### config.mk
export PLATFORM = sky130hd
export DESIGN_NAME = uart_regif
export DESIGN_NICKNAME = d
export VERILOG_FILES = /design/src/rtl/uart_regif_pkg.sv /design/src/rtl/uart_cmd_dec.sv /design/src/rtl/uart_tx_ctl.sv /design/src/rtl/uart_rx_stat.sv /design/src/rtl/uart_regif.sv
export SDC_FILE = /design/constraint.sdc
export NUM_CORES = 1
export LEC_CHECK = 0
export ABC_AREA = 1
export BUFFER_PORTS_ARGS = -buffer_cell sky130_fd_sc_hd__buf_2
export CORE_MARGIN = 1.5
export CORE_UTILIZATION = 57
export DETAILED_ROUTE_END_ITERATION = 6
export GPL_TIMING_DRIVEN = 0
export PLACE_DENSITY_LB_ADDON = 0.08
export SYNTH_ARGS = -nofsm -noshare
export SYNTH_HDL_FRONTEND = slang
export SYNTH_HIERARCHICAL = 1
export SYNTH_SLANG_ARGS = --single-unit
### constraint.sdc
create_clock -name clk -period 3 [get_ports clk]
set_input_delay 0.75 -clock clk [delete_from_list [all_inputs] [get_ports clk]]
set_output_delay 0.75 -clock clk [all_outputs]
set_load 0.005 [all_outputs]
### src/rtl/uart_regif_pkg.sv
package uart_regif_pkg;

    localparam int BYTE_W = 8;
    localparam int OFS_W  = 6;

    typedef enum logic [2:0] {
        MISC_NONE   = 3'd0,
        MISC_PTRRST = 3'd1,
        MISC_RXRST  = 3'd2,
        MISC_TXRST  = 3'd3,
        MISC_ERRRST = 3'd4,
        MISC_BRKCLR = 3'd5,
        MISC_BRKON  = 3'd6,
        MISC_BRKOFF = 3'd7
    } misc_e;

    typedef struct packed {
        misc_e misc;
        logic  tx_on;
        logic  tx_off;
        logic  rx_on;
        logic  rx_off;
        logic  bad;
    } cmd_t;

    // status byte bit positions
    localparam int ST_RXRDY = 0;
    localparam int ST_FFULL = 1;
    localparam int ST_TXRDY = 2;
    localparam int ST_TXEMP = 3;
    localparam int ST_ERR0  = 4;

    // interrupt status bit positions
    localparam int IS_TX  = 0;
    localparam int IS_RX  = 1;
    localparam int IS_BRK = 2;
    localparam int IS_COS = 7;

    localparam int MR1_RXSEL = 6;

endpackage

### src/rtl/uart_cmd_dec.sv
module uart_cmd_dec
    import uart_regif_pkg::*;
(
    input  logic [6:0] cmd_byte,
    output cmd_t       dec
);

    logic [1:0] tx_field;
    logic [1:0] rx_field;

    assign tx_field = cmd_byte[3:2];
    assign rx_field = cmd_byte[1:0];

    always_comb begin
        dec        = '0;
        dec.misc   = misc_e'(cmd_byte[6:4]);
        dec.tx_on  = (tx_field == 2'd1);
        dec.tx_off = (tx_field == 2'd2);
        dec.rx_on  = (rx_field == 2'd1);
        dec.rx_off = (rx_field == 2'd2);
        dec.bad    = (tx_field == 2'd3) || (rx_field == 2'd3);
    end

endmodule

### src/rtl/uart_tx_ctl.sv
module uart_tx_ctl
    import uart_regif_pkg::*;
#(
    parameter int DATA_W = 8
) (
    input  logic              clk,
    input  logic              rst_n,
    input  logic              cmd_valid,
    input  misc_e             misc,
    input  logic              en_on,
    input  logic              en_off,
    input  logic              wr_valid,
    input  logic [DATA_W-1:0] wr_data,
    output logic              tx_en,
    output logic              tx_emp,
    output logic              tx_rdy,
    output logic              tx_load,
    output logic [DATA_W-1:0] tx_data,
    output logic              tx_rst
);

    typedef struct packed {
        logic              en;
        logic              emp;
        logic              rst_pls;
        logic [DATA_W-1:0] hold;
    } tx_state_t;

    tx_state_t s_d, s_q;

    always_comb begin
        s_d         = s_q;
        s_d.rst_pls = 1'b0;
        if (s_q.en && !s_q.emp) begin
            s_d.emp = 1'b1;
        end
        if (wr_valid) begin
            s_d.hold = wr_data;
            s_d.emp  = 1'b0;
        end
        if (cmd_valid) begin
            if (misc == MISC_TXRST) begin
                s_d.emp     = 1'b1;
                s_d.en      = 1'b0;
                s_d.rst_pls = 1'b1;
            end
            if (en_on) begin
                s_d.en = 1'b1;
            end else if (en_off) begin
                s_d.en = 1'b0;
            end
        end
    end

    always_ff @(posedge clk or negedge rst_n) begin
        if (!rst_n) begin
            s_q     <= '0;
            s_q.emp <= 1'b1;
        end else begin
            s_q <= s_d;
        end
    end

    assign tx_en   = s_q.en;
    assign tx_emp  = s_q.emp;
    assign tx_rdy  = s_q.en & s_q.emp;
    assign tx_load = s_q.en & ~s_q.emp;
    assign tx_data = s_q.hold;
    assign tx_rst  = s_q.rst_pls;

endmodule

### src/rtl/uart_rx_stat.sv
module uart_rx_stat
    import uart_regif_pkg::*;
#(
    parameter int ERR_N = 4
) (
    input  logic             clk,
    input  logic             rst_n,
    input  logic             cmd_valid,
    input  misc_e            misc,
    input  logic             en_on,
    input  logic             en_off,
    input  logic             rx_avail,
    input  logic             rx_full,
    input  logic [ERR_N-1:0] err_evt,
    input  logic             brk_evt,
    output logic             rx_en,
    output logic             rx_rdy,
    output logic             rx_ffull,
    output logic [ERR_N-1:0] err_flags,
    output logic             brk_int,
    output logic             rx_rst
);

    typedef struct packed {
        logic             en;
        logic             hold;
        logic             brk;
        logic             rst_pls;
        logic [ERR_N-1:0] err;
    } rx_state_t;

    rx_state_t s_d, s_q;

    always_comb begin
        s_d         = s_q;
        s_d.rst_pls = 1'b0;
        if (s_q.hold && !rx_avail) begin
            s_d.hold = 1'b0;
        end
        if (cmd_valid) begin
            unique case (misc)
                MISC_RXRST: begin
                    s_d.hold    = 1'b1;
                    s_d.en      = 1'b0;
                    s_d.rst_pls = 1'b1;
                end
                MISC_ERRRST: s_d.err = '0;
                MISC_BRKCLR: s_d.brk = 1'b0;
                default: ;
            endcase
            if (en_on) begin
                s_d.en = 1'b1;
            end else if (en_off) begin
                s_d.en = 1'b0;
            end
        end
        s_d.err = s_d.err | err_evt;
        if (brk_evt) begin
            s_d.brk = 1'b1;
        end
    end

    always_ff @(posedge clk or negedge rst_n) begin
        if (!rst_n) begin
            s_q <= '0;
        end else begin
            s_q <= s_d;
        end
    end

    assign rx_en     = s_q.en;
    assign rx_rdy    = rx_avail & ~s_q.hold;
    assign rx_ffull  = rx_full & ~s_q.hold;
    assign err_flags = s_q.err;
    assign brk_int   = s_q.brk;
    assign rx_rst    = s_q.rst_pls;

endmodule

### src/rtl/uart_regif.sv
module uart_regif
    import uart_regif_pkg::*;
#(
    parameter int          DATA_W   = BYTE_W,
    parameter int          ADDR_W   = OFS_W,
    parameter int          MODE_N   = 2,
    parameter logic [5:0]  OFS_MODE = 6'h00,
    parameter logic [5:0]  OFS_STAT = 6'h04,
    parameter logic [5:0]  OFS_CMD  = 6'h08,
    parameter logic [5:0]  OFS_DATA = 6'h0C,
    parameter logic [5:0]  OFS_AUX  = 6'h10,
    parameter logic [5:0]  OFS_INT  = 6'h14
) (
    input  logic              clk,
    input  logic              rst_n,
    input  logic              bus_sel,
    input  logic              bus_we,
    input  logic [ADDR_W-1:0] bus_addr,
    input  logic [DATA_W-1:0] bus_wdata,
    output logic [DATA_W-1:0] bus_rdata,
    output logic              irq,
    output logic              tx_en,
    output logic              tx_load,
    output logic [DATA_W-1:0] tx_data,
    output logic              tx_rst,
    output logic              rx_en,
    output logic              rx_rst,
    output logic              rx_pop,
    input  logic [DATA_W-1:0] rx_head,
    input  logic              rx_avail,
    input  logic              rx_full,
    input  logic              rx_ovr_evt,
    input  logic              rx_par_evt,
    input  logic              rx_frm_evt,
    input  logic              rx_brk_evt,
    output logic              bad_cmd
);

    localparam int PTR_W = (MODE_N > 1) ? $clog2(MODE_N) : 1;
    localparam int ERR_N = 4;

    typedef struct packed {
        logic [MODE_N-1:0][DATA_W-1:0] mode;
        logic [PTR_W-1:0]              ptr;
        logic [DATA_W-1:0]             imr;
        logic                          bad;
    } top_state_t;

    top_state_t s_d, s_q;

    logic       wr, rd;
    logic       hit_mode, hit_stat, hit_cmd, hit_data, hit_int;
    cmd_t       dec;
    logic       cmd_valid;

    logic       tx_emp, tx_rdy;
    logic       rx_rdy, rx_ffull, brk_int;
    logic [ERR_N-1:0] err_flags;
    logic [7:0] stat_byte, isr_byte;
    logic [DATA_W-1:0] imr_q;

    assign wr = bus_sel & bus_we;
    assign rd = bus_sel & ~bus_we;

    assign hit_mode = (bus_addr == ADDR_W'(OFS_MODE));
    assign hit_stat = (bus_addr == ADDR_W'(OFS_STAT));
    assign hit_cmd  = (bus_addr == ADDR_W'(OFS_CMD));
    assign hit_data = (bus_addr == ADDR_W'(OFS_DATA));
    assign hit_int  = (bus_addr == ADDR_W'(OFS_INT));

    assign cmd_valid = wr & hit_cmd;

    uart_cmd_dec u_dec (
        .cmd_byte (bus_wdata[6:0]),
        .dec      (dec)
    );

    uart_tx_ctl #(.DATA_W(DATA_W)) u_tx (
        .clk       (clk),
        .rst_n     (rst_n),
        .cmd_valid (cmd_valid),
        .misc      (dec.misc),
        .en_on     (dec.tx_on),
        .en_off    (dec.tx_off),
        .wr_valid  (wr & hit_data),
        .wr_data   (bus_wdata),
        .tx_en     (tx_en),
        .tx_emp    (tx_emp),
        .tx_rdy    (tx_rdy),
        .tx_load   (tx_load),
        .tx_data   (tx_data),
        .tx_rst    (tx_rst)
    );

    uart_rx_stat #(.ERR_N(ERR_N)) u_rx (
        .clk       (clk),
        .rst_n     (rst_n),
        .cmd_valid (cmd_valid),
        .misc      (dec.misc),
        .en_on     (dec.rx_on),
        .en_off    (dec.rx_off),
        .rx_avail  (rx_avail),
        .rx_full   (rx_full),
        .err_evt   ({rx_brk_evt, rx_frm_evt, rx_par_evt, rx_ovr_evt}),
        .brk_evt   (rx_brk_evt),
        .rx_en     (rx_en),
        .rx_rdy    (rx_rdy),
        .rx_ffull  (rx_ffull),
        .err_flags (err_flags),
        .brk_int   (brk_int),
        .rx_rst    (rx_rst)
    );

    // status and interrupt status bytes
    always_comb begin
        stat_byte = '0;
        stat_byte[ST_RXRDY] = rx_rdy;
        stat_byte[ST_FFULL] = rx_ffull;
        stat_byte[ST_TXRDY] = tx_rdy;
        stat_byte[ST_TXEMP] = tx_emp;
        stat_byte[ST_ERR0 +: ERR_N] = err_flags;

        isr_byte = '0;
        isr_byte[IS_TX]  = tx_rdy;
        isr_byte[IS_RX]  = s_q.mode[0][MR1_RXSEL] ? rx_ffull : rx_rdy;
        isr_byte[IS_BRK] = brk_int;
        isr_byte[IS_COS] = 1'b0;
    end

    // next-state of mode bytes, pointer, mask and flag
    always_comb begin
        s_d = s_q;
        if (bus_sel && hit_mode) begin
            if (bus_we) begin
                s_d.mode[s_q.ptr] = bus_wdata;
            end
            if (s_q.ptr != PTR_W'(MODE_N - 1)) begin
                s_d.ptr = s_q.ptr + 1'b1;
            end
        end
        if (wr && hit_int) begin
            s_d.imr = bus_wdata;
        end
        if (cmd_valid) begin
            if (dec.misc == MISC_PTRRST) begin
                s_d.ptr = '0;
            end
            if (dec.bad) begin
                s_d.bad = 1'b1;
            end
        end
    end

    always_ff @(posedge clk or negedge rst_n) begin
        if (!rst_n) begin
            s_q <= '0;
        end else begin
            s_q <= s_d;
        end
    end

    // read mux
    always_comb begin
        bus_rdata = '0;
        if (rd) begin
            if (hit_mode) begin
                bus_rdata = s_q.mode[s_q.ptr];
            end else if (hit_stat) begin
                bus_rdata = DATA_W'(stat_byte);
            end else if (hit_data) begin
                bus_rdata = rx_head;
            end else if (hit_int) begin
                bus_rdata = DATA_W'(isr_byte);
            end
        end
    end

    assign rx_pop  = rd & hit_data;
    assign imr_q   = s_q.imr;
    assign irq     = |(DATA_W'(isr_byte) & s_q.imr);
    assign bad_cmd = s_q.bad;

endmodule

# --- After elaboration in Yosys (flattened, before gate mapping) ---
# Cells that the tools add are included.
# Widths: inputs -> output; s select.
totals:
  out_inout_bits: 24
  elab_cells: 95
  register_bits: 45
classes:
  muxes: 30
  order_cmp: 2
  n_reduce_logical: 19
  eq_ne: 15
  addsub: 1
  bitwise_logic: 14
op_table:
  columns: ["operator", "count"]
  rows:
  - ["$mux 8", 7]
  - ["$bwmux 16", 1]
  - ["$mux 1", 15]
  - ["$eq 6x4->1 const B", 2]
  - ["$reduce_and 2->1", 5]
  - ["$and 1x1->1", 9]
  - ["$and 3x8->8", 1]
  - ["$demux 8 s1", 1]
  - ["$eq 2x2->1 const B", 4]
  - ["$reduce_or 8->1", 1]
  - ["$mux 7", 1]
  - ["$eq 3x2->1 const B", 2]
  - ["$eq 3x3->1 const B", 2]
  - ["$eq 6x3->1 const B", 1]
  - ["$eq 6x5->1 const B", 1]
  - ["$logic_not 6->1", 1]
  - ["$mux 3", 2]
  - ["$reduce_bool 3->1", 2]
  - ["$logic_and 1x1->1", 5]
  - ["$eq 2x1->1 const B", 2]
  - ["$mux 2", 2]
  - ["$mux 4", 1]
  - ["$or 4x4->4", 1]
  - ["$reduce_bool 2->1", 2]
  - ["7 further kinds", 10]

# --- Longest topological paths before layout ---
# Gate-level depths: netlist of the first run.
depth:
  depth_word: 8
  depth_mapped: 9

# --- By module ---
# Netlist of the first run, hierarchy kept.
modules_own_cells:
  columns: ["mod", "instances", "area_per_inst_um2", "cells_per_inst"]
  rows:
  - ["uart_regif", 1, 1433.9, 214]
  - ["uart_tx_ctl", 1, 450.4, 52]
  - ["uart_rx_stat", 1, 366.6, 44]
  - ["uart_cmd_dec", 1, 63.8, 14]

# --- Least setup slack after synthesis of the first run ---
# OpenSTA, ideal clock, no wires.
synth_path:
  path_kind: "input to output"
  startpoint: "input port bus_addr[5]"
  endpoint: "output port bus_rdata[4]"
  slack_ns: 0.808
  t_arrival_ns: 1.442
  required_time_ns: 2.250
  path_buffers: 2
  stages: 7
  cell_sequence: "nor2_2 > buf_6 > buf_4 > nand4_1 > nand3_1 > nand2_1 > inv_1"
synth_between:
  elab_chain_cells: 5
synth_lines:
  columns: ["item", "line_no", "rtl"]
  rows:
  - ["start: declaration", "uart_regif.sv:18", "input logic [ADDR_W-1:0] bus_addr,"]
  - ["$eq 6x4->1", "uart_regif.sv:68", "assign hit_data = (bus_addr == ADDR_W'(OFS_DATA));"]
  - ["$mux 8", "uart_regif.sv:170", "end else if (hit_data) begin"]
  - ["$mux 8", "uart_regif.sv:168", "end else if (hit_stat) begin"]
  - ["$mux 8 (*)", "uart_regif.sv:166", "if (hit_mode) begin"]
  - ["$mux 8 (*)", "uart_regif.sv:165", "if (rd) begin"]
  - ["end: declaration", "uart_regif.sv:20", "output logic [DATA_W-1:0] bus_rdata,"]
# Mark *: on every way between the ends. The rest lies on a longest branch, timed or not.

# --- Final worst setup path of the first run ---
layout_path:
  startpoint: "input port bus_addr[2]"
  endpoint: "output port bus_rdata[2]"
layout_between:
  elab_chain_cells: 6
layout_lines:
  columns: ["item", "line_no", "rtl"]
  rows:
  - ["$eq 6x5->1", "uart_regif.sv:69", "assign hit_int = (bus_addr == ADDR_W'(OFS_INT));"]
  - ["$mux 3", "uart_regif.sv:172", "end else if (hit_int) begin"]
  - ["$mux 8", "uart_regif.sv:170", null]
  - ["$mux 8", "uart_regif.sv:168", null]
  - ["$mux 8 (*)", "uart_regif.sv:166", null]
  - ["$mux 8 (*)", "uart_regif.sv:165", null]
# Marks and branches as above.

==> results.txt, run 1 <==
- At the pin with the least slew margin, the transition time is 0.959 ns.
- The worst setup path is launched from an input port.
- The tree is rooted in a sky130_fd_sc_hd__clkbuf_8.
- Number of failing setup endpoints in the final timing report: 0
- Relative to the synthesized area, the layout overhead comes to 19.5%.
- Fmax: 0.386 GHz
- Of all flip-flops after synthesis, the portion carrying an async set or reset was 100%.
* Aggregate routed wire length: 5270 um
* Count of pins over their slew limit: 0
- Residual DRC count: 0
* Clk slew on worst S/H paths: 0.08 ns
- Of the cells placed in the final design, the portion with a size suffix greater than 1 is 25.3%.
- The hold violation count in the final report came to 0.
- Number of buffers created by CTS: 5
- Post-route insts no fill: 435
- The final route contains 2159 vias.
* Horizontal die dimension: 66.7 um
* GR Overflow Total: 0
* Endpoint type of the worst setup path: output port
- For this configuration, the core starts out at a cell density of 61.4%.
- Largest net degree at the start of global routing: 41
- Critical Path Fanout Max: 10
- Adder and majority gate portion of the synthesized area: 0%
- Largest family of logic cells by synthesized area: simple AND/OR/NAND/NOR gates
* Routed wirelength normalized by instance count: 12.1 um
- Flop and latch count out of synthesis: 40
* Number of nets in the synthesized netlist: 356
- The number of antenna violations at the first check in global routing is 0.
- The synthesized netlist devotes 36.3% of its cell area to simple gates.
- Most used standard cell by instance count after synthesis: sky130_fd_sc_hd__nand2_1
- Smallest hold slack: 0.473 ns
- The cell area that synthesis handed to floorplanning was 2310 sq um.
- For the worst setup path, the data required time is 2.25 ns.
- In the global route stage, overall resource usage came out at 25.9%.
- Count of flip-flops with a built-in enable after synthesis: 0
* Fin nets: 418
- CTS saw 40 sinks.
- Unrepaired setup endpoints after global routing: no
- The first TritonRoute pass finished after 6 iterations.
- The HPWL after detailed placement is 3960 um.
- Fraction of the mapped netlist area in compound gates: 6.70%
- Number of ports placed on the die boundary: 56
- Die height: 66.7 um
* Antenna diodes: 0
- Gates resized during post-CTS repair numbered 0.
- Cells fill 73.3% of the core in the end.
- The number of hold buffers added after CTS was 0.
* MaxCap Viol Count: 0
- Critical path data arrival time: 1.84 ns
- Summing the areas of all xor and xnor instances in the mapped netlist gives 0% of the synthesized area.
- Final sum of negative setup slack: 0 ns
- Period utilisation layout: 86.3%
* Count of nets left with antenna violations after detail routing: 0
* Core Area: 3770 sq um
- The path class of the tightest hold or removal check is reg -> reg.
* Power Dens Cells: 430 nW/um^2
- Post-Syn Instances: 324
- Fraction of post-synthesis cell area in the top cell type by area: 42.2%
- The clock reaches the later pin of the worst-skew pair after 0.30 ns.
* H-tree levels: 2
- TritonCTS built the clock tree.
- By startpoint and endpoint, the worst setup path is classified as in -> out.
* Final setup skew: 0.00417 ns
- The run finished with clean final reports.
- Sorting the synthesized cells by area gives the leading types as sky130_fd_sc_hd__dfrtp_1 42%, sky130_fd_sc_hd__nand2_1 18%, sky130_fd_sc_hd__inv_1 7.9%.
* Iteration-0 DRC Markers: 165
- The via count of the first global-routing pass is 1955.
- In the synthesized netlist, the cells that appear most often are 113 x sky130_fd_sc_hd__nand2_1, 49 x sky130_fd_sc_hd__inv_1, 39 x sky130_fd_sc_hd__dfrtp_1, 33 x sky130_fd_sc_hd__nor2_1.
* Global-route wire length before repair: 8540 um
- Headroom to the max-slew limit came out at 35.6%.
- Multiplexer fraction of the synthesized cell area: 0%
* Min cycle time layout: 2.59 ns
- Number of instances in the placed design: 427
- Buffers from clock root to sink, at most: 2
- IO Port Bufs: 55
* Vias per cell: 4.96
- After synthesis, the mean cell area works out to 7.14 sq um.
- Max rail drop VDD: 0.393 mV
- For this run, the number of Yosys warnings is 6.
* Top FF cell, synth: sky130_fd_sc_hd__dfrtp_1
* Leakage power total: 1.64 nW
- Final weighted congestion in routability-driven placement: 0.936
- Count of cell types in the netlist: 23
* Post-CTS setup repair buffer count: 0
- Cell taking the most area after synthesis: sky130_fd_sc_hd__dfrtp_1
* Floorplan row count: 22
* Post-route total power: 1.19 mW
- The floorplan step defined a die boundary enclosing 4450 sq um.
- Fraction of the yosys area taken by sequential cells: 43.3%
worst paths after layout:
path	end	start	slack [ns]	cells past startpoint
min reg2reg	bad_cmd	bad_cmd	0.47	2
min	bad_cmd	bad_cmd	0.47	2
max	bus_rdata[2]	bus_addr[2]	0.41	7
min in group asynchronous	s_q[9]	rst_n	0.56	1
max in group asynchronous	u_rx/err_flags[3]	rst_n	1.89	1
max reg2reg	s_q[17]	s_q[9]	1.82	5
metrics by stage:
step	instance area, sq um	setup slack (ns)
after floorplan	2310	0.808
after global placement	2650	0.429
after detailed placement	2650	0.414
after CTS	2770	0.406
after global routing	2770	0.279
final	2770	0.411
worst max-delay path, cell delays in order:
cell and delay [ns]:
sky130_fd_sc_hd__buf_2 0.13, sky130_fd_sc_hd__nor2_1 0.18, sky130_fd_sc_hd__nand3_2 0.18, sky130_fd_sc_hd__buf_2 0.23, sky130_fd_sc_hd__o21ai_0 0.17, sky130_fd_sc_hd__nor2_1 0.08
sky130_fd_sc_hd__buf_2 0.12
layer usage:
layer	global-route usage (%)	part of all wire, %	vias up
li1	-	-	1119
met1	35.9	48	970
met2	41.4	45	65
met3	4.56	5.5	5
met4	8.16	1.2	0
met5	0	0	-
flip-flops by register name, indices dropped and copies added, names as in the netlist:
name            count
s_q                17
u_tx/tx_data        8
u_rx/err_flags      4
imr_q               3
bad_cmd             1
u_rx/brk_int        1
u_rx/rx_en          1
u_rx/rx_rst         1
u_rx/s_q            1
u_tx/tx_emp         1
u_tx/tx_en          1
u_tx/tx_rst         1
cells by family after synthesis:
group                  after synthesis
DFF                                 40
buffers and inverters               67
AOI/OAI and AO/OA                   26
and+or+nand+nor                    191
power by group:
part | total [mW] | internal, mW | switching (mW)
logic | 0.158 | 0.0624 | 0.0960
registers | 0.583 | 0.567 | 0.0154
clock network | 0.449 | 0.250 | 0.199
total | 1.19 | 0.880 | 0.310
area by class of cell:
cell class / count / area [sq um]
Sequential cell: 40 / 1000
Clock buffer: 5 / 68.8
Clock inverter: 3 / 46.3
Buffer: 15 / 120
Multi-Input combinational cell: 217 / 995
Timing Repair Buffer: 55 / 275
Inverter: 52 / 198
Tap cell: 48 / 60.1
Fill cell: 315 / 1010
layout by cell type, fill, tap and decap left out, types with 2 or more instances in the layout:
| master | instances |
|---|---|
| sky130_fd_sc_hd__buf_4 | 8 |
| sky130_fd_sc_hd__nand3_2 | 3 |
| sky130_fd_sc_hd__clkinv_1 | 2 |
| sky130_fd_sc_hd__dfrtp_1 | 39 |
| sky130_fd_sc_hd__nor2_1 | 33 |
| sky130_fd_sc_hd__nand2_1 | 113 |
| sky130_fd_sc_hd__o21ai_2 | 6 |
| sky130_fd_sc_hd__inv_1 | 49 |
| sky130_fd_sc_hd__o21ai_0 | 18 |
| sky130_fd_sc_hd__nand2_2 | 4 |
| sky130_fd_sc_hd__nand3_1 | 18 |
| sky130_fd_sc_hd__buf_6 | 4 |
| sky130_fd_sc_hd__nand4_1 | 13 |
| sky130_fd_sc_hd__clkbuf_8 | 5 |
| sky130_fd_sc_hd__buf_2 | 58 |
| sky130_fd_sc_hd__nor2_4 | 3 |
(Power assumes the default switching activity.)
==> inputs of run 2 (changes only) <==
Settings changed: SYNTH_HIERARCHICAL 1 to default.
==> run 2 against run 1 <==
Net effect: design area fell by 5.4%; clock skew grew 0.00066 ns; combinational power up 3%; largest power group unchanged; count of clock-buffer cells in the layout grew 1; synthesized cell count shrank 11%; utilization down 1.9 points; routed wire length rose by 0.87%; via count shrank 4.9%; setup slack worse by 0.19 ns; sequential power is 3.6% higher; first-iteration DRC count is 39% lower; maximum frequency down 6.9%.
==> results.txt, run 2 <==
- Cell internal pwr: 828 uW
- After detailed routing, the number of remaining DRC violations is 0.
- Buffers added to address setup during post-CTS repair amount to 0.
* Leading cell type in the layout, fill and taps excluded: sky130_fd_sc_hd__nand2_1
- For the worst setup path, the data required time is 2.25 ns.
- Clock tree synthesis selected as its root buffer the cell sky130_fd_sc_hd__clkbuf_8.
* Core Area: 3660 sq um
- Worst-skew pair later-pin latency: 0.29 ns
- The total count of max-transition violations in the final report came to 0.
- Final weighted congestion in routability-driven placement: 0.839
- Count of nets left with antenna violations after detail routing: 0
- Vias per cell: 5.16
* Via count: 2054
- Of the total synthesized cell area, the portion taken by AND, OR, NAND and NOR gates is 29.6%.
* Horizontal die dimension: 64.9 um
- At the end of the flow, the number of nets in the layout was 381.
- Top FF cell, synth: sky130_fd_sc_hd__dfrtp_1
- Along the worst path, the maximum fanout reaches 10.
- The number of antenna violations at the first check in global routing came to 0.
- In this run the power spent charging and discharging nets is 310 uW.
- Setup repair after global routing left no endpoint under its margin.
* Period utilisation layout: 92.7%
- Entering global routing, the biggest net connects 41 pins.
- Cell chain of the critical path: buf_2 -> nor2_1 -> nand3_4 -> clkbuf_1 -> o21ai_0 -> a21oi_1 -> buf_2
* Area of the die: 4220 sq um
- Switching power share of the total: 27.3%
- Antenna diodes: 0
- Across the run, the number of max-cap violations was 0.
- Registers are responsible for 53.1% of the overall power.
- Fraction of synthesis flops using an asynchronous set or reset pin: 100%
* Cell types with the largest area share after synthesis: sky130_fd_sc_hd__dfrtp_1 45%, sky130_fd_sc_hd__nand2_1 14%, sky130_fd_sc_hd__inv_1 7.6%
- Counting flops with a built-in enable in the synthesized netlist gives 0.
- Flop and latch count out of synthesis: 40
* Worst-Margin Slew: 0.870 ns
- After synthesis the cells add up to 2190 sq um.
- Power Dens Cells: 435 nW/um^2
- During synthesis, Yosys emitted a total of 0 warnings.
* Number of failing setup endpoints in the final timing report: 0
- Share of layout cells above drive strength 1: 23.1%
* Number of ports placed on the die boundary: 56
- Largest family of logic cells by synthesized area: simple AND/OR/NAND/NOR gates
- Utilization after layout: 71.4%
* Buffers from clock root to sink, at most: 2
- Startpoint-to-endpoint class of the critical path: in -> out
* Final sum of negative setup slack: 0 ns
* Cell at the slowest stage of the critical path: sky130_fd_sc_hd__nor2_1
* Crit path launch type: input port
- Routed wirelength normalized by instance count: 13.3 um
- In this run the tightest slew margin relative to its limit is 42.0%.
* Post-synth top cells: 83 x sky130_fd_sc_hd__nand2_1, 44 x sky130_fd_sc_hd__inv_1, 39 x sky130_fd_sc_hd__dfrtp_1, 32 x sky130_fd_sc_hd__o21ai_0, 22 x sky130_fd_sc_hd__nor2_1
- Clk slew on worst S/H paths: 0.08 ns
- Summing the sequential cell areas from Yosys gives 45.8% of the chip area.
- Among all cell types in the netlist, the one instantiated most often is sky130_fd_sc_hd__nand2_1.
* Fraction of the mapped netlist area in compound gates: 14.5%
- Data arrives at the worst endpoint at 2.03 ns.
* CTS tree: yes
* Floorplan row count: 22
* Most frequent cells in the layout: 83 x sky130_fd_sc_hd__nand2_1, 56 x sky130_fd_sc_hd__buf_2, 44 x sky130_fd_sc_hd__inv_1, 39 x sky130_fd_sc_hd__dfrtp_1, 32 x sky130_fd_sc_hd__o21ai_0
* Number of buffers and inverters on the critical path: 3
* Fraction of post-synthesis cell area in the top cell type by area: 44.6%
- Endpoint type of the worst setup path: output port
* Fill cell total of the finished layout: 322
- The kind of cell with the highest combined delay along the critical path is buffers and inverters.
- IR analysis of the VDD net gives a maximum drop of 0.345 mV.
- In this run, CTS created clock tree buffers numbering 5.
- Leakage power total: 1.43 nW
- Total track usage: 27.9%
- Post-route total power: 1.14 mW
- Hold violation total from the final report: 0
- Syn Area/Cell: 7.59 sq um
- Number of nets in the synthesized netlist: 320
* Multiplexer fraction of the synthesized cell area: 0%
* Adder and majority gate portion of the synthesized area: 0%
* Count of cell types in the netlist: 26
- Compared with the post-synthesis result, the final layout area differs by 19.6%.
- Gates resized during post-CTS repair numbered 0.
- Cell taking the most area after synthesis: sky130_fd_sc_hd__dfrtp_1
- For the final database, setup skew stands at 0.00483 ns.
- GR Overflow Total: 0
- The worst hold path belongs to the class reg -> reg.
- H-tree levels: 2
* Number of flip-flops under the largest register name: 17
- Hold is met by 0.464 ns.
* Number of clock sinks seen by CTS: 40
- Part of the power in combinational logic: 14.3%
- The initial utilization of the core area, before any placement, comes to 59.7%.
* Hpwl dp: 4050 um
* Xor-xnor portion of the synthesized cell area: 0%
- IO Port Bufs: 54
* Iteration-0 DRC Markers: 100
- Measured along the y axis, the die boundary spans 64.9 um.
* Clock power frac: 32.6%
- Most repeated library cell on the critical path: sky130_fd_sc_hd__buf_2
* Number of detailed-routing iterations run before antenna repair: 4
- The routed design has 5310 um of wire.
* Register bank with the most flops: s_q
- Number of buffers inserted by hold repair at cts: 0
- Largest stage delay, worst path: 0.29 ns
* Vias in the first global route: 1892
* Min cycle time layout: 2.78 ns
- Global-route wire length before repair: 8810 um
- Status: complete, no violations
* Fmax: 0.360 GHz
- Post-Syn Instances: 288
run 2: cell types whose count changed after synthesis, sizes merged, moves of 6 or more:
cell	before	now
inv	50	44
nor3	1	9
buf	15	5
nand4	14	3
nand2	117	84
nor2	37	24
o21ai	24	44
run 2: cell families (layout without fill, tap and decap cells):
logic type | Yosys count | after routing
AND/OR/NAND/NOR | 139 | 139
AO/OA/AOI/OAI | 57 | 57
buffers and inverters | 52 | 114
flip-flops | 40 | 40
run 2: area by class of cell:
type	instances	area (sq um)	share of cell area (%)
Clock buffer	6	82.6	3.16
Inverter	44	165	6.32
Sequential cell	40	1000	38.3
Buffer	8	55.1	2.11
Clock inverter	2	15.0	0.574
Tap cell	48	60.1	2.30
Multi-Input combinational cell	196	965	36.9
Timing Repair Buffer	54	270	10.3
run 2: final timing paths:
check,end,slack (ns),from,depth (start not counted)
min in group asynchronous,s_q[14],0.57,rst_n,1
max reg2reg,s_q[25],1.58,s_q[9],5
min reg2reg,bad_cmd,0.46,bad_cmd,1
min,bad_cmd,0.46,bad_cmd,1
max in group asynchronous,bad_cmd,1.88,rst_n,1
max,bus_rdata[4],0.22,bus_addr[1],7
run 2: power groups by stage:
stage          logic (mW)  clock network, mW  registers [mW]
3_5_place_dp        0.162                  0           0.613
2_1_floorplan      0.0868                  0           0.608
4_1_cts             0.164              0.379           0.603
5_1_grt             0.189              0.401           0.607
6_report            0.163              0.371           0.604
3_3_place_gp        0.159                  0           0.611
run 2: stage by stage:
stage / std cells / instance area [sq um] / setup slack (ns)
after global placement: 390 / 2520 / 0.291
after CTS: 398 / 2620 / 0.232
after detailed placement: 390 / 2520 / 0.233
after floorplan: 288 / 2190 / 0.717
after global routing: 398 / 2620 / 0.127
final: 398 / 2620 / 0.219
run 2: layer usage:
metal	track usage (%)	vias up	wire length, um
li1	-	1044	-
met1	40.2	940	2470
met2	42.8	61	2470
met3	5.03	9	277
met4	9.31	0	91
met5	0	-	0
==> inputs of run 3 (changes only) <==
Settings changed: CORE_UTILIZATION 57 to 53.
Clock period 3 ns to 2.7 ns, I/O delays scaled along.
==> run 3 against run 2 <==
Net effect: register-to-register slack worse by 0.31 ns; combinational power is 11% higher; final cell count is 0.50% higher; critical path depth stayed put; worst hold slack better by 0.00088 ns; utilization is 5.2 points lower; sequential share of layout area is 0.24 points lower; total power is 18% higher; non-clock buffer count stayed put; routed wire length is 1.2% higher; via count is 0.58% lower; clock power is 34% higher; largest cell class unchanged.
==> results.txt, run 3 (synthesis gave the netlist of run 2 again) <==
- The clock reaches the later pin of the worst-skew pair after 0.30 ns.
- The repair_antennas step left the layout with diodes totalling 0.
- In the global route stage, met3 resource usage came out at 4.17%.
- IO Port Bufs: 54
* Number of buffers created by CTS: 5
- For this block, the initial DRC count from the detailed router was 170.
- Horizontal die dimension: 67.2 um
- Clk slew on worst S/H paths: 0.08 ns
- In the final timing run, aggregate negative setup slack is 0 ns.
* Final setup skew: 0.00259 ns
* Hold path cells: 1
- Via count: 2042
- Setup violations remaining at the end of the flow were counted as 0.
* Area growth from synthesis to layout: 20.3%
* Hold violation total from the final report: 0
* Startpoint-to-endpoint class of the critical path: in -> out
* Unrepaired setup endpoints after global routing: no
* Post-CTS setup repair buffer count: 0
* Status: complete, no violations
- MaxCap Viol Count: 0
* Largest stage delay, worst path: 0.28 ns
* Count of nets left with antenna violations after detail routing: 0
- For this design the static power due to leakage is 1.44 nW.
- More flip-flops sit in one register than any other, and that register is s_q.
- For this design the ratio of total power to cell area is 512 nW/um^2.
* Number of clock sinks seen by CTS: 40
* Critical path data arrival time: 1.92 ns
- Global-route wire length before repair: 8660 um
* Largest net degree at the start of global routing: 41
- The die covers 4520 sq um.
* Most frequent cells in the layout: 83 x sky130_fd_sc_hd__nand2_1, 56 x sky130_fd_sc_hd__buf_2, 44 x sky130_fd_sc_hd__inv_1, 39 x sky130_fd_sc_hd__dfrtp_1, 32 x sky130_fd_sc_hd__o21ai_0
- GR Overflow Total: 0
* Max rail drop VDD: 0.364 mV
- Fill cell total of the finished layout: 357
* Number of buffers inserted by hold repair at cts: 0
* Peak-usage layer in the global routing report: met2
- Vias per cell: 5.11
- The wire-length estimate of the detail-placed layout is 4090 um.
- STA puts the critical path data required time at 2.03 ns.
- STA classifies the critical path startpoint as an input port.
- Class of the tightest hold or removal check: reg -> reg
* M1 GR Usage: 37.3%
- The via count of the first global-routing pass came to 1839.
- The library cell used most frequently in the layout, excluding fill and tap cells, is sky130_fd_sc_hd__nand2_1.
- Worst-Margin Slew: 0.894 ns
* Final weighted congestion in routability-driven placement: 0.859
- Aggregate routed wire length: 5370 um
- Endpoint type of the worst setup path: output port
- Counting cells, the worst reg-to-reg path comes to 5.
- Based on the critical path, the design can be clocked at up to 0.386 GHz.
- Clock root buffer: sky130_fd_sc_hd__clkbuf_8
- Die height: 67.2 um
* Routed wirelength normalized by instance count: 13.4 um
* Total track usage: 26.0%
- After detailed routing, the number of remaining DRC violations is 0.
- For the finished layout, the period the worst path requires is 2.59 ns.
- Launch point of the worst reg-to-reg path: s_q[9]
- In this run the tightest slew margin relative to its limit is 40.4%.
* Core Area: 3970 sq um
- In the global route stage, met2 resource usage came out at 40.3%.
- At the end of the flow, the number of nets in the layout was 381.
- Number of flip-flops under the largest register name: 17
* Floorplan row count: 23
- Pin placement for this block handled 56 I/O pins.
- Across all setup checks in the final design, the least slack found is 0.110 ns.
* Worst flop-to-flop path endpoint: s_q[25]
* # resized after CTS: 0
* Cell chain of the critical path: buf_2 -> nor2_1 -> nand3_4 -> clkbuf_1 -> o21ai_0 -> nor2_1 -> buf_2
- Worst Hold Endpoint: bad_cmd
* Number of detailed-routing iterations run before antenna repair: 4
- R2r setup slk: 1.27 ns
- Hold Path Origin: bad_cmd
- Utilization after layout: 66.3%
- Share of layout cells above drive strength 1: 23.1%
* CTS tree: yes
* Critical Path Fanout Max: 10
- Timing analysis after detailed placement gives a worst setup slack of 0.113 ns.
- H-tree levels: 2
* Antenna violations before repair: 0
- Once the floorplan was initialized, standard cells occupied 55.1% of the core.
* Buffers from clock root to sink, at most: 2
- Cell at the slowest stage of the critical path: sky130_fd_sc_hd__nor2_1
- Period utilisation layout: 95.9%
- The total count of max-transition violations in the final report was 0.
run 3: changes by cell type in the layout (fill, tap and decap cells not counted), sizes merged:
cell	delta
clkinvlp	-1
clkinv	+1
clkbuf	-1
bufinv	+1
run 3: stage by stage:
step	area [sq um]	hold slack [ns]	instances	power, mW
5_1_grt	2630	0.504	400	1.41
3_3_place_gp	2520	0.443	392	0.857
2_1_floorplan	2190	0.379	288	0.772
3_5_place_dp	2520	0.443	392	0.863
6_report	2630	0.464	400	1.35
4_1_cts	2630	0.470	400	1.36
run 3: layer usage:
layer  routed length (um)  vias up
met2                 2410       68
met4                   90        0
met1                 2510      925
li1                     -     1041
met5                    0        -
met3                  368        8
run 3: how the worst max path moves through the flow:
stage / startpoint / end / depth (start not counted)
floorplan: bus_addr[1] / bus_rdata[0] / 5
global placement: bus_addr[1] / bus_rdata[0] / 7
detailed placement: bus_addr[1] / bus_rdata[0] / 7
CTS: bus_addr[1] / bus_rdata[0] / 7
global route: bus_addr[1] / bus_rdata[3] / 7
finish: bus_addr[1] / bus_rdata[0] / 7
run 3: layout make-up:
type / count / area [sq um] / share of cell area, %
Buffer: 8 / 55.1 / 2.09
Multi-Input combinational cell: 196 / 965 / 36.7
Inverter: 44 / 165 / 6.28
Clock inverter: 3 / 42.5 / 1.62
Timing Repair Buffer: 54 / 270 / 10.3
Sequential cell: 40 / 1000 / 38.1
Clock buffer: 5 / 68.8 / 2.62
Tap cell: 50 / 62.6 / 2.38
run 3: power by group:
group	leakage [nW]	internal, mW	switching [mW]	total, mW
clock	0.0541	0.274	0.224	0.497
sequential	0.440	0.644	0.0263	0.670
combinational	0.948	0.0690	0.112	0.181
run 3: critical path, delay by kind of cell:
family                 cells  cell delay [ns]
AO/OA/AOI/OAI              1             0.23
buffers and inverters      3             0.48
AND/OR/NAND/NOR            3             0.52
